<file path="config.mk">
export PLATFORM = sky130hd
export DESIGN_NAME = sertx_top
export DESIGN_NICKNAME = d
export VERILOG_FILES = /design/src/rtl/sertx_pkg.sv /design/src/rtl/sertx_regs.sv /design/src/rtl/sertx_baud.sv /design/src/rtl/sertx_shift.sv /design/src/rtl/sertx_top.sv
export SDC_FILE = /design/constraint.sdc
export NUM_CORES = 1
export LEC_CHECK = 0
export ABC_CLOCK_PERIOD_IN_PS = 4120
export BUFFER_PORTS_ARGS = -buffer_cell sky130_fd_sc_hd__buf_2
export CORE_UTILIZATION = 55
export CTS_CLUSTER_DIAMETER = 200
export DETAILED_ROUTE_END_ITERATION = 10
export PLACE_DENSITY_LB_ADDON = 0.3
export SLEW_MARGIN = 0
export SYNTH_ARGS = -nofsm -noshare
export SYNTH_HDL_FRONTEND = slang
export SYNTH_HIERARCHICAL = 1
export SYNTH_SLANG_ARGS = --single-unit
</file>
<file path="constraint.sdc">
create_clock -name clk -period 4.12 [get_ports clk]
set_input_delay 0.412 -clock clk [delete_from_list [all_inputs] [get_ports clk]]
set_output_delay 0.412 -clock clk [all_outputs]
set_load 0.01 [all_outputs]
</file>
<file path="src/rtl/sertx_pkg.sv">
package sertx_pkg;

    localparam int ADDR_W = 2;

    typedef enum logic [ADDR_W-1:0] {
        ADR_DATA  = 2'd0,
        ADR_NINTH = 2'd1,
        ADR_CTRL  = 2'd2
    } reg_addr_e;

    // control word bit positions
    localparam int CB_NINE   = 0;
    localparam int CB_INV    = 1;
    localparam int CB_SINGLE = 2;
    localparam int CB_DIR    = 3;
    localparam int CB_BRK    = 4;

    typedef struct packed {
        logic nine;
        logic inv;
        logic single;
        logic dir;
    } ctrl_t;

endpackage

</file>
<file path="src/rtl/sertx_regs.sv">
module sertx_regs
    import sertx_pkg::*;
#(
    parameter int DATA_W = 8
) (
    input  logic                    clk,
    input  logic                    rst_n,
    input  logic                    wr_en,
    input  logic [ADDR_W-1:0]       wr_addr,
    input  logic [DATA_W-1:0]       wr_data,
    input  logic                    take_data,
    input  logic                    take_brk,
    output ctrl_t                   ctrl,
    output logic [DATA_W:0]         hold_word,
    output logic                    hold_full,
    output logic                    brk_pend
);

    typedef struct packed {
        ctrl_t           ctrl;
        logic            ninth;
        logic [DATA_W:0] hold;
        logic            full;
        logic            brk;
    } reg_st_t;

    reg_st_t q, d;
    logic wr_dat, wr_nin, wr_ctl;

    always_comb begin
        wr_dat = wr_en && (wr_addr == ADR_DATA);
        wr_nin = wr_en && (wr_addr == ADR_NINTH);
        wr_ctl = wr_en && (wr_addr == ADR_CTRL);
        d = q;
        if (take_data) d.full = 1'b0;
        if (take_brk)  d.brk  = 1'b0;
        if (wr_dat) begin
            d.hold = {q.ninth, wr_data};
            d.full = 1'b1;
        end
        if (wr_nin) d.ninth = wr_data[0];
        if (wr_ctl) begin
            d.ctrl.nine   = wr_data[CB_NINE];
            d.ctrl.inv    = wr_data[CB_INV];
            d.ctrl.single = wr_data[CB_SINGLE];
            d.ctrl.dir    = wr_data[CB_DIR];
            if (wr_data[CB_BRK]) d.brk = 1'b1;
        end
    end

    always_ff @(posedge clk or negedge rst_n) begin
        if (!rst_n) q <= '0;
        else        q <= d;
    end

    assign ctrl      = q.ctrl;
    assign hold_word = q.hold;
    assign hold_full = q.full;
    assign brk_pend  = q.brk;

    p_write_fills_r8: assert property (@(posedge clk) disable iff (!rst_n)
        (wr_en && wr_addr == ADR_DATA) |=> hold_full);

    p_take_empties_r8: assert property (@(posedge clk) disable iff (!rst_n)
        (take_data && !(wr_en && wr_addr == ADR_DATA)) |=> !hold_full);

endmodule

</file>
<file path="src/rtl/sertx_baud.sv">
module sertx_baud #(
    parameter int DIV_W = 16
) (
    input  logic             clk,
    input  logic             rst_n,
    input  logic [DIV_W-1:0] div,
    input  logic             restart,
    output logic             tick
);

    logic [DIV_W-1:0] cnt_d, cnt_q;
    logic [DIV_W-1:0] last;

    always_comb begin
        last  = (div == '0) ? '0 : div - 1'b1;
        tick  = (cnt_q >= last);
        cnt_d = (restart || tick) ? '0 : cnt_q + 1'b1;
    end

    always_ff @(posedge clk or negedge rst_n) begin
        if (!rst_n) cnt_q <= '0;
        else        cnt_q <= cnt_d;
    end

    p_tick_wraps_r11: assert property (@(posedge clk) disable iff (!rst_n)
        tick |=> (cnt_q == '0));

endmodule

</file>
<file path="src/rtl/sertx_shift.sv">
module sertx_shift #(
    parameter int DATA_W = 8
) (
    input  logic            clk,
    input  logic            rst_n,
    input  logic            nine,
    input  logic [DATA_W:0] hold_word,
    input  logic            hold_full,
    input  logic            brk_pend,
    input  logic            tick,
    output logic            take_data,
    output logic            take_brk,
    output logic            restart,
    output logic            busy,
    output logic            line_raw
);

    localparam int FRAME_W = DATA_W + 4;
    localparam int LEFT_W  = $clog2(FRAME_W + 1);

    typedef struct packed {
        logic               busy;
        logic [FRAME_W-1:0] frame;
        logic [LEFT_W-1:0]  left;
    } sh_st_t;

    sh_st_t q, d;
    int low_cnt;

    always_comb begin
        take_brk  = !q.busy && brk_pend;
        take_data = !q.busy && !brk_pend && hold_full;
        restart   = take_brk || take_data;
        low_cnt   = nine ? DATA_W + 3 : DATA_W + 2;
        d = q;
        if (take_brk) begin
            for (int i = 0; i < FRAME_W; i++)
                d.frame[i] = (i >= low_cnt);
            d.left = LEFT_W'(low_cnt + 1);
            d.busy = 1'b1;
        end else if (take_data) begin
            d.frame    = '1;
            d.frame[0] = 1'b0;
            for (int i = 0; i < DATA_W; i++)
                d.frame[i+1] = hold_word[i];
            if (nine) d.frame[DATA_W+1] = hold_word[DATA_W];
            d.left = nine ? LEFT_W'(DATA_W + 3) : LEFT_W'(DATA_W + 2);
            d.busy = 1'b1;
        end else if (q.busy && tick) begin
            d.frame = {1'b1, q.frame[FRAME_W-1:1]};
            d.left  = q.left - 1'b1;
            if (q.left == LEFT_W'(1)) d.busy = 1'b0;
        end
    end

    always_ff @(posedge clk or negedge rst_n) begin
        if (!rst_n) begin
            q.busy  <= 1'b0;
            q.frame <= '1;
            q.left  <= '0;
        end else begin
            q <= d;
        end
    end

    assign busy     = q.busy;
    assign line_raw = q.busy ? q.frame[0] : 1'b1;

    p_load_next_r10: assert property (@(posedge clk) disable iff (!rst_n)
        (!q.busy && (hold_full || brk_pend)) |=> q.busy);

    p_start_low_r2: assert property (@(posedge clk) disable iff (!rst_n)
        $rose(q.busy) |-> !line_raw);

    p_stop_high_r2: assert property (@(posedge clk) disable iff (!rst_n)
        (q.busy && q.left == LEFT_W'(1)) |-> line_raw);

endmodule

</file>
<file path="src/rtl/sertx_top.sv">
module sertx_top
    import sertx_pkg::*;
#(
    parameter int DATA_W = 8,
    parameter int DIV_W  = 16
) (
    input  logic              clk,
    input  logic              rst_n,
    input  logic              wr_en,
    input  logic [1:0]        wr_addr,
    input  logic [DATA_W-1:0] wr_data,
    input  logic [DIV_W-1:0]  baud_div,
    output logic              tx_line,
    output logic              tx_oe,
    output logic              tx_empty,
    output logic              tx_done
);

    ctrl_t           ctrl;
    logic [DATA_W:0] hold_word;
    logic hold_full, brk_pend, take_data, take_brk, restart, tick, busy, line_raw;

    sertx_regs #(.DATA_W(DATA_W)) u_regs (
        .clk(clk), .rst_n(rst_n), .wr_en(wr_en), .wr_addr(wr_addr),
        .wr_data(wr_data), .take_data(take_data), .take_brk(take_brk),
        .ctrl(ctrl), .hold_word(hold_word), .hold_full(hold_full),
        .brk_pend(brk_pend)
    );

    sertx_baud #(.DIV_W(DIV_W)) u_baud (
        .clk(clk), .rst_n(rst_n), .div(baud_div), .restart(restart), .tick(tick)
    );

    sertx_shift #(.DATA_W(DATA_W)) u_shift (
        .clk(clk), .rst_n(rst_n), .nine(ctrl.nine), .hold_word(hold_word),
        .hold_full(hold_full), .brk_pend(brk_pend), .tick(tick),
        .take_data(take_data), .take_brk(take_brk), .restart(restart),
        .busy(busy), .line_raw(line_raw)
    );

    assign tx_line  = line_raw ^ ctrl.inv;
    assign tx_oe    = ctrl.single ? ctrl.dir : 1'b1;
    assign tx_empty = !hold_full;
    assign tx_done  = !busy && !hold_full && !brk_pend;

    p_done_means_empty_r9: assert property (@(posedge clk) disable iff (!rst_n)
        tx_done |-> tx_empty);

    p_write_drops_done_r9: assert property (@(posedge clk) disable iff (!rst_n)
        (wr_en && wr_addr == ADR_DATA) |=> !tx_done);

endmodule

</file>
Word level (Yosys, flattened, before mapping)
Index checks and enable logic that the tools add are counted.
- register bits: 49
- bits of input ports: 29
- output and inout bits: 4
- logic and storage cells: 69
- $add $sub $neg: 4
- order comparisons: 13
- equality and inequality tests: 3
- multiplexer cells: 16
- bitwise logic cells: 1
- reductions and logical operators: 20
- operator list (kind ; number):
    $ge 4x32->1 const A ; 4
    $ge 5x32->1 const A ; 4
    $ge 3x32->1 const A ; 2
    $mux 17 ; 3
    $ge 1x32->1 const A ; 1
    $ge 2x32->1 const A ; 1
    $mux 16 ; 2
    $add 16x1->16 const B ; 1
    $ge 16x16->1 ; 1
    $logic_not 16->1 ; 1
    $sub 16x1->16 const B ; 1
    $mux 1 ; 11
    $logic_and 1x1->1 ; 9
    $reduce_bool 3->1 ; 2
    $add 4x2->4 const B ; 1
    $eq 4x1->1 const B ; 1
    $sub 4x1->4 const B ; 1
    $logic_not 1->1 ; 3
    $eq 2x1->1 const B ; 1
    $eq 2x2->1 const B ; 1
    $logic_not 2->1 ; 1
    $logic_or 1x1->1 ; 2
    $reduce_and 2->1 ; 1
    $reduce_bool 2->1 ; 1
    $xor 1x1->1 ; 1

Logic depth before layout (Yosys ltp)
Gate-level depths: netlist of the first run.
- word-level depth: 7
- mapped depth: 15
- gate-level depth less buffers: 14

Modules after synthesis
The synthesis of the first run kept the hierarchy.
- by module, submodules not included (module ; times used ; cells an instance ; area each (um^2) ; seq. area each (um^2)):
    sertx_baud ; 1 ; 169 ; 1427.6 ; 400.4
    sertx_shift ; 1 ; 78 ; 834.6 ; 414.1
    sertx_regs ; 1 ; 52 ; 720.7 ; 400.4
    sertx_top ; 1 ; 4 ; 28.8 ; 0.0

Least setup slack after synthesis of the first run
No wires, ideal clock.
- path type: input -> register
- from: input port baud_div[5]
- to: register u_shift/q[5] (netlist name)
- setup time: 83 ps
- data arrival time: 3448 ps
- required time: 4037 ps
- setup slack: 588 ps
- stages on the path: 13
- path buffers: 0
- path through: nor4_1 nand3_1 nor3_1 xor2_1 nand2_1 ha_1 and4_1 nand3_1 or3b_2 o211ai_1 inv_1 a21o_1 a221o_1
- cells in the longest elaborated chain, start to end: 5
- elaborated cells on any way between the ends: 6
- classes of those cells: add/sub: 1; order compare: 1; mux: 1; reduce/logical: 3
- ends and longest elaborated chain (item ; RTL line ; source):
    start, declared ; sertx_top.sv:12 ; input logic [DIV_W-1:0] baud_div,
    $sub 16x1->16 / $logic_not 16->1 (equally long branches) ; sertx_baud.sv:15 ; last = (div == '0) ? '0 : div - 1'b1;
    $mux 16 (*) ; sertx_baud.sv:15 ;
    $ge 16x16->1 (*) ; sertx_baud.sv:16 ; tick = (cnt_q >= last);
    named net tick ; sertx_top.sv:21 ; logic hold_full, brk_pend, take_data, take_brk, restart, tick, busy, line_raw;
    $logic_and 1x1->1 (*) ; sertx_shift.sv:49 ; end else if (q.busy && tick) begin
    $reduce_bool 3->1 (no source line) (*) ; - ;
    end, declared ; sertx_shift.sv:27 ; sh_st_t q, d;
Mark *: on every way through the listed nets, which the timed path passes. The rest lies on a longest branch.
A chain may end at the register's enable or synchronous reset.

Final worst setup path of the first run
- from: input port baud_div[11]
- to: register u_shift/q[6] (netlist name)
The elaborated chain is that of the path after synthesis.

==> results of run 1 <==
==> flip-flops by register name (all words and copies together) (netlist names) <==
register,flops
u_baud/cnt_q,16
u_regs/brk_pend,1
u_regs/ctrl,4
u_regs/hold_full,1
u_regs/hold_word,9
u_regs/q,1
u_shift/busy,1
u_shift/q,15
==> placed cells by master (no fill, tap or decap), types with 11 or more instances in the layout <==
cell and n:
nand3_1 11, xor2_1 18, mux2_2 14, dfstp_2 11
dfrtp_1 37, inv_1 18, nand2_1 33, xnor2_1 11
nor2_1 26, buf_2 32, ha_1 21
==> through the flow <==
stage	total power, mW	instances	setup WS [ns]	cell area [um2]
after floorplan	0.770	303	0.588	3010
after global placement	0.806	390	0.357	3150
after detailed placement	0.818	390	0.315	3150
after CTS	1.08	397	0.614	3230
after global routing	1.14	397	0.289	3230
final	1.07	397	0.613	3230
==> metal layers <==
| metal | GRT usage, % | vias up |
|---|---|---|
| met5 | 0 | - |
| met4 | 7.31 | 0 |
| met3 | 3.35 | 11 |
| met2 | 34.9 | 43 |
| met1 | 26.2 | 1054 |
| li1 | - | 1096 |
==> synthesized netlist by cell type, drive strengths merged <==
master	number	area (um2)
or3	1	6.26
nand4b	1	8.76
o22ai	1	6.26
dfrtp	37	926
nand2	33	124
a2111oi	1	8.76
nor3	9	55.1
nor4b	1	8.76
or3b	1	8.76
a22oi	1	7.51
nand3	11	55.1
a221oi	3	32.5
o221ai	2	17.5
o31ai	1	7.51
nor4	4	25.0
nand4	1	6.26
mux2	14	158
and2	1	6.26
dfstp	11	289
a21o	3	23.8
a2111o	1	11.3
o21ai	8	40.0
nor3b	3	38.8
o211ai	2	15.0
o21ba	1	10.0
a221o	7	70.1
o2111ai	1	15.0
o221a	1	11.3
nor2b	1	6.26
xor2	18	158
nor2	26	97.6
and3	7	43.8
ha	21	263
and4	4	35.0
xnor2	11	96.3
nand3b	3	22.5
a22o	1	8.76
a21oi	7	35.0
inv	18	67.6
buf	20	148
nand2b	5	38.8
==> power by group through the flow <==
stage / logic [mW] / registers [mW] / clock network (mW)
after floorplan: 0.189 / 0.581 / 0
after global placement: 0.205 / 0.601 / 0
after detailed placement: 0.216 / 0.602 / 0
after CTS: 0.216 / 0.594 / 0.272
after global routing: 0.247 / 0.604 / 0.291
final: 0.212 / 0.593 / 0.264
==> kinds of logic after synthesis <==
group / count (synthesis) / synth area share [%]
XOR/XNOR: 29 / 8.43
adder cells (fa/ha/maj): 21 / 8.72
multiplexers: 14 / 5.23
flip-flops: 48 / 40.3
AO/OA/AOI/OAI: 41 / 10.6
AND/OR/NAND/NOR: 112 / 19.5
buffers and inverters: 38 / 7.15
==> final cells by class <==
cell class / instances / share of cell area (%)
clock buffer: 5 / 2.13
clock inverter: 2 / 0.387
inverter: 18 / 2.09
multi-input combinational: 217 / 49.0
sequential: 48 / 37.6
tap: 70 / 2.71
timing repair buffer: 37 / 6.12
==> worst min-delay path by stage <==
stage / from / end / cells after the start
after floorplan: rst_n / u_baud/cnt_q[0] / 0
after global placement: u_shift/q[4] / u_shift/q[4] / 2
after detailed placement: u_shift/q[4] / u_shift/q[4] / 2
after CTS: rst_n / u_regs/hold_word[8] / 1
after global routing: wr_data[7] / u_regs/hold_word[7] / 2
final: rst_n / u_regs/hold_word[8] / 1
==> impl_metrics.py, run 1 <==
metrics = {
    "cells_and_area": {
        "finish.utilization_pct": 62.1,
        "fill_cells": 471,
        "multi_input_area_um2": 1580,
        "drive_gt1_share_pct": 24.2,
        "finalNetCount": 377,
        "diodes": 0,
        "layout.area.seq_um2": 1210,
        "area_growth_pct": 7.27,
    },
    "timing": {
        "finClkSkew_ns": 0.00395,
        "slew_viol_final": 0,
        "relSlewSlack_pct": 32.9,
        "setup_tns_ns": 0,
        "max_freq_mhz": 285,
        "worstMarginPinSlew_ns": 1.01,
        "fin_crit_sh_pct": 85.1,
        "holdWs_ns": 0.285,
        "final_hold_viol_count": 0,
        "setup_violations": 0,
        "final.min_clock_period_ns": 3.51,
        "rsz0062_at_grt": "no",
    },
    "critical_path": {
        "r2r_slack_ns": 1.59,
        "cp-startpoint": "baud_div[11]",
        "crit_chain": "buf_2, or3_1, nor4b_1, nand4b_1, and2_1, ha_1, nand2b_4, a2111o_1, a221oi_2, o211ai_1, buf_4, and3_1, a221o_1",
        "worstPathRequired_ns": 4.35,
        "worst_r2r_startpoint": "u_baud/cnt_q[13]",
        "crit_cells": 13,
        "end_kind": "register",
        "critical_path.top_delay_family": "simple AND/OR/NAND/NOR gates",
        "crit_slowest_cell": "or3_1",
        "cp-start-kind": "input port",
        "endpoint": "u_shift/q[6]",
        "crit_buf_inv": 2,
        "worstPathMaxFanout": 13,
        "setup.worst_path.class": "in2reg",
        "arrival_ns": 3.73,
        "r2r-end": "u_shift/busy",
        "critPathMaxStageDelay_ns": 0.42,
        "reg2regPathDepth": 9,
    },
    "yosys": {
        "syn_avg_cell_area_um2": 9.94,
        "syn_inst": 303,
        "synth_fp_nets": 353,
        "yosys_warnings": 6,
        "synth_area_um2": 3010,
        "synth_cell_types": 50,
        "ys_ff_latch": 48,
        "seq_area_frac_synth_pct": 40.3,
    },
    "power": {
        "power_density_nw_per_um2": 331,
        "pwr-share-clk_pct": 24.7,
        "switching_power_mw": 0.313,
        "p_leak_nw": 1.54,
        "combPwrFrac_pct": 19.8,
        "p_int_mw": 0.756,
        "swShare_pct": 29.3,
        "power_frac_seq_pct": 55.5,
        "vdd_drop_max_mv": 0.199,
    },
    "clock_network": {
        "cts_hold_buf": 0,
        "cts_resized": 0,
        "cts_tree": "done",
        "cts-root-buf": "clkbuf_8",
        "cts-buffers-inserted": 5,
        "clk_path_buf_depth": 2,
        "clk_latency_ns": 0.29,
        "cts_num_sinks": 48,
        "post-cts-setup-buffers": 0,
        "htree_levels": 2,
        "path_clk_slew_ns": 0.08,
    },
    "floorplan": {
        "dieArea_um2": 5780,
        "die_y_um": 76,
        "core_area_um2": 5200,
        "io_pins": 33,
        "num_rows": 26,
        "start_util_pct": 57.9,
        "die_x_um": 76,
    },
    "flow_run": {
        "max-cap-violations": 0,
    },
    "routing": {
        "via_count": 2204,
        "met3_length_um": 179,
        "detail_route.wl_per_cell_um": 13.4,
        "wl_um": 5330,
        "ant_nets": 0,
        "highest_layer": "met4",
        "vias_per_cell": 5.55,
        "firstDrtPassIters": 4,
        "initialDrtViolationCount": 67,
        "route.layer.met1.wl_um": 2480,
        "drc_errors": 0,
        "dr_wl_met2_um": 2540,
    },
    "min_path": {
        "hold_class": "in2async",
    },
    "global_route": {
        "grt_antenna_before_repair": 0,
        "grt_usage_pct": 20.4,
        "grt_max_degree": 49,
        "grt_pass1_vias": 2163,
        "gr-total-overflow": 0,
        "grt_pass1_wl_um": 9540,
    },
    "place": {
        "portBuffers": 32,
        "hpwl_um": 4010,
        "gp_congestion": 0.771,
    },
    "outcome": {
        "status": "finished clean",
    },
}
Note: power is estimated with default switching activity, not from simulation.
==> inputs of run 2 (changes only) <==
--- a/config.mk
+++ b/config.mk
@@ -5,7 +5,7 @@
 export SDC_FILE = /design/constraint.sdc
 export NUM_CORES = 1
 export LEC_CHECK = 0
-export ABC_CLOCK_PERIOD_IN_PS = 4120
+export ABC_CLOCK_PERIOD_IN_PS = 4100
 export BUFFER_PORTS_ARGS = -buffer_cell sky130_fd_sc_hd__buf_2
 export CORE_UTILIZATION = 55
 export CTS_CLUSTER_DIAMETER = 200
==> constraint.sdc (replaced) <==
create_clock -name clk -period 4.1 [get_ports clk]
set_input_delay 0.41 -clock clk [delete_from_list [all_inputs] [get_ports clk]]
set_output_delay 0.41 -clock clk [all_outputs]
set_load 0.01 [all_outputs]
==> run 2 against run 1 <==
  * First-iteration DRC count grew 12%
  * Clock skew is 0.0023 ns higher
  * Sequential share of layout area shrank 0.46 points
  * Critical endpoint is now u_shift/busy
  * Cell area increased by 1.2%
  * Global-route usage increased by 0.66 points
  * Wire length grew 4.4%
  * Utilization is 0.77 points higher
  * Combinational power hardly changed
  * Hold slack better by 0.0017 ns
  * Largest cell class unchanged
  * Clock-buffer cell count grew 1
  * Sequential cell count stayed put
==> impl_metrics.py, run 2 (synthesized netlist as in run 1, its figures left out) <==
metrics = {
    "global_route": {
        "use_met2_pct": 37.6,
        "gr-total-overflow": 0,
        "grt_pass1_wl_um": 9740,
        "grt_pass1_vias": 2174,
        "grt_usage_pct": 21.1,
        "grt_max_degree": 49,
        "top_usage_layer": "met2",
        "use_met3_pct": 3.35,
        "grt_antenna_before_repair": 0,
        "grt_util_met1_pct": 25.9,
    },
    "critical_path": {
        "r2r_slack_ns": 1.46,
        "endpoint": "u_shift/busy",
        "crit_chain": "buf_2, or3_1, nor4b_1, nand4b_1, buf_4, nand2_1, ha_1, nand2_1, a2111oi_0, a221oi_2, o211ai_1, buf_4, nand2_1, nor3_1, a21oi_1",
        "arrival_ns": 3.74,
        "setup.worst_path.class": "in2reg",
        "r2r-end": "u_shift/busy",
        "crit_buf_inv": 3,
        "cp-startpoint": "baud_div[11]",
        "critPathMaxStageDelay_ns": 0.60,
        "crit_path_frequent_cell": "nand2_1",
        "reg2regPathDepth": 9,
        "cp-start-kind": "input port",
        "end_kind": "register",
        "worstPathMaxFanout": 13,
        "critical_path.top_delay_family": "simple AND/OR/NAND/NOR gates",
        "worstPathRequired_ns": 4.28,
        "crit_slowest_cell": "a2111oi_0",
        "worst_r2r_startpoint": "u_baud/cnt_q[2]",
        "crit_cells": 15,
    },
    "routing": {
        "detail_route.wl_per_cell_um": 14.0,
        "initialDrtViolationCount": 75,
        "wl_um": 5570,
        "ant_nets": 0,
        "firstDrtPassIters": 4,
        "vias_per_cell": 5.51,
        "via_count": 2191,
        "drc_errors": 0,
    },
    "place": {
        "gp_congestion": 0.804,
        "portBuffers": 32,
        "hpwl_um": 4090,
        "place_inst": 390,
        "dpl_cell_area_um2": 3150,
    },
    "power": {
        "vdd_drop_max_mv": 0.233,
        "power_density_nw_per_um2": 357,
        "p_leak_nw": 1.56,
    },
    "timing": {
        "holdWs_ns": 0.286,
        "fin_crit_sh_pct": 86.9,
        "setup_violations": 0,
        "max_freq_mhz": 281,
        "rsz0062_at_grt": "no",
        "finClkSkew_ns": 0.00621,
        "worstMarginPinSlew_ns": 1.04,
        "slew_viol_final": 0,
        "relSlewSlack_pct": 30.7,
        "setup_tns_ns": 0,
        "final.min_clock_period_ns": 3.56,
        "final_hold_viol_count": 0,
    },
    "cells_and_area": {
        "layout_common_cells": "37 x dfrtp_1, 33 x nand2_1, 32 x buf_2",
        "fill_cells": 446,
        "finalNetCount": 377,
        "layout_commonest_cell": "dfrtp_1",
        "layout.area.seq_um2": 1210,
        "multi_input_area_um2": 1580,
        "diodes": 0,
        "largest-register": "u_baud/cnt_q",
        "final_cell_area_um2": 3270,
        "area_growth_pct": 8.60,
        "largest_reg_flops": 16,
        "drive_gt1_share_pct": 24.4,
        "fin_cells": 398,
        "finish.utilization_pct": 62.8,
    },
    "clock_network": {
        "clk_path_buf_depth": 2,
        "cts_resized": 0,
        "cts-root-buf": "clkbuf_8",
        "cts_num_sinks": 48,
        "cts-buffers-inserted": 5,
        "path_clk_slew_ns": 0.09,
        "post-cts-setup-buffers": 0,
        "htree_levels": 2,
        "cts_tree": "done",
        "cts_hold_buf": 0,
        "clk_latency_ns": 0.30,
    },
    "outcome": {
        "status": "finished clean",
    },
    "floorplan": {
        "io_pins": 33,
        "start_util_pct": 57.9,
        "die_y_um": 76,
        "num_rows": 26,
        "core_area_um2": 5200,
        "die_x_um": 76,
        "dieArea_um2": 5780,
    },
    "min_path": {
        "hold_class": "in2async",
    },
    "flow_run": {
        "max-cap-violations": 0,
    },
}
[run 2: cell count changes in the layout (fill, tap and decap cells not counted), sizes merged]
cell      before  now
clkinvlp       1    0
clkbuf         5    6
bufinv         0    1
[run 2: worst reg2reg max path, stage by stage, from the launching register on]
cell	delay, ns
dfrtp_1	0.45
ha_1	0.30
o21ai_0	0.08
a2111oi_0	0.63
a221oi_2	0.15
o211ai_1	0.25
buf_4	0.22
nand2_1	0.15
nor3_1	0.19
a21oi_1	0.09
[run 2: report_power, final]
group / internal [mW] / total (mW) / switching, mW
clock network: 0.199 / 0.356 / 0.156
logic: 0.109 / 0.213 / 0.104
registers: 0.535 / 0.598 / 0.0635
[run 2: layout make-up]
type	count	share of cell area, %
Clock buffer	6	2.52
Tap cell	70	2.68
Inverter	18	2.07
Sequential cell	48	37.1
Multi-Input combinational cell	217	48.4
Timing Repair Buffer	37	6.04
Clock inverter	2	1.19
[run 2: per-stage QoR]
step	power [mW]	setup WS, ns
after CTS	1.18	0.570
after floorplan	0.774	0.570
after detailed placement	0.821	0.272
after global placement	0.810	0.368
after global routing	1.24	0.187
final	1.17	0.537
[run 2: how the worst min path moves through the flow]
stage / start / endpoint / slack, ns / cells after the start
2_1_floorplan: rst_n / u_baud/cnt_q[0] / 0.11 / 0
3_3_place_gp: u_shift/q[4] / u_shift/q[4] / 0.47 / 2
3_5_place_dp: u_shift/q[4] / u_shift/q[4] / 0.49 / 2
4_1_cts: rst_n / u_regs/ctrl[0] / 0.32 / 1
5_1_grt: wr_data[7] / u_regs/hold_word[7] / 0.33 / 2
6_report: rst_n / u_regs/q[11] / 0.29 / 1
[run 2: metal layers]
layer	wire [um]	up-vias
met5	0	-
met4	83	0
met3	155	6
met2	2770	37
met1	2560	1048
li1	-	1100
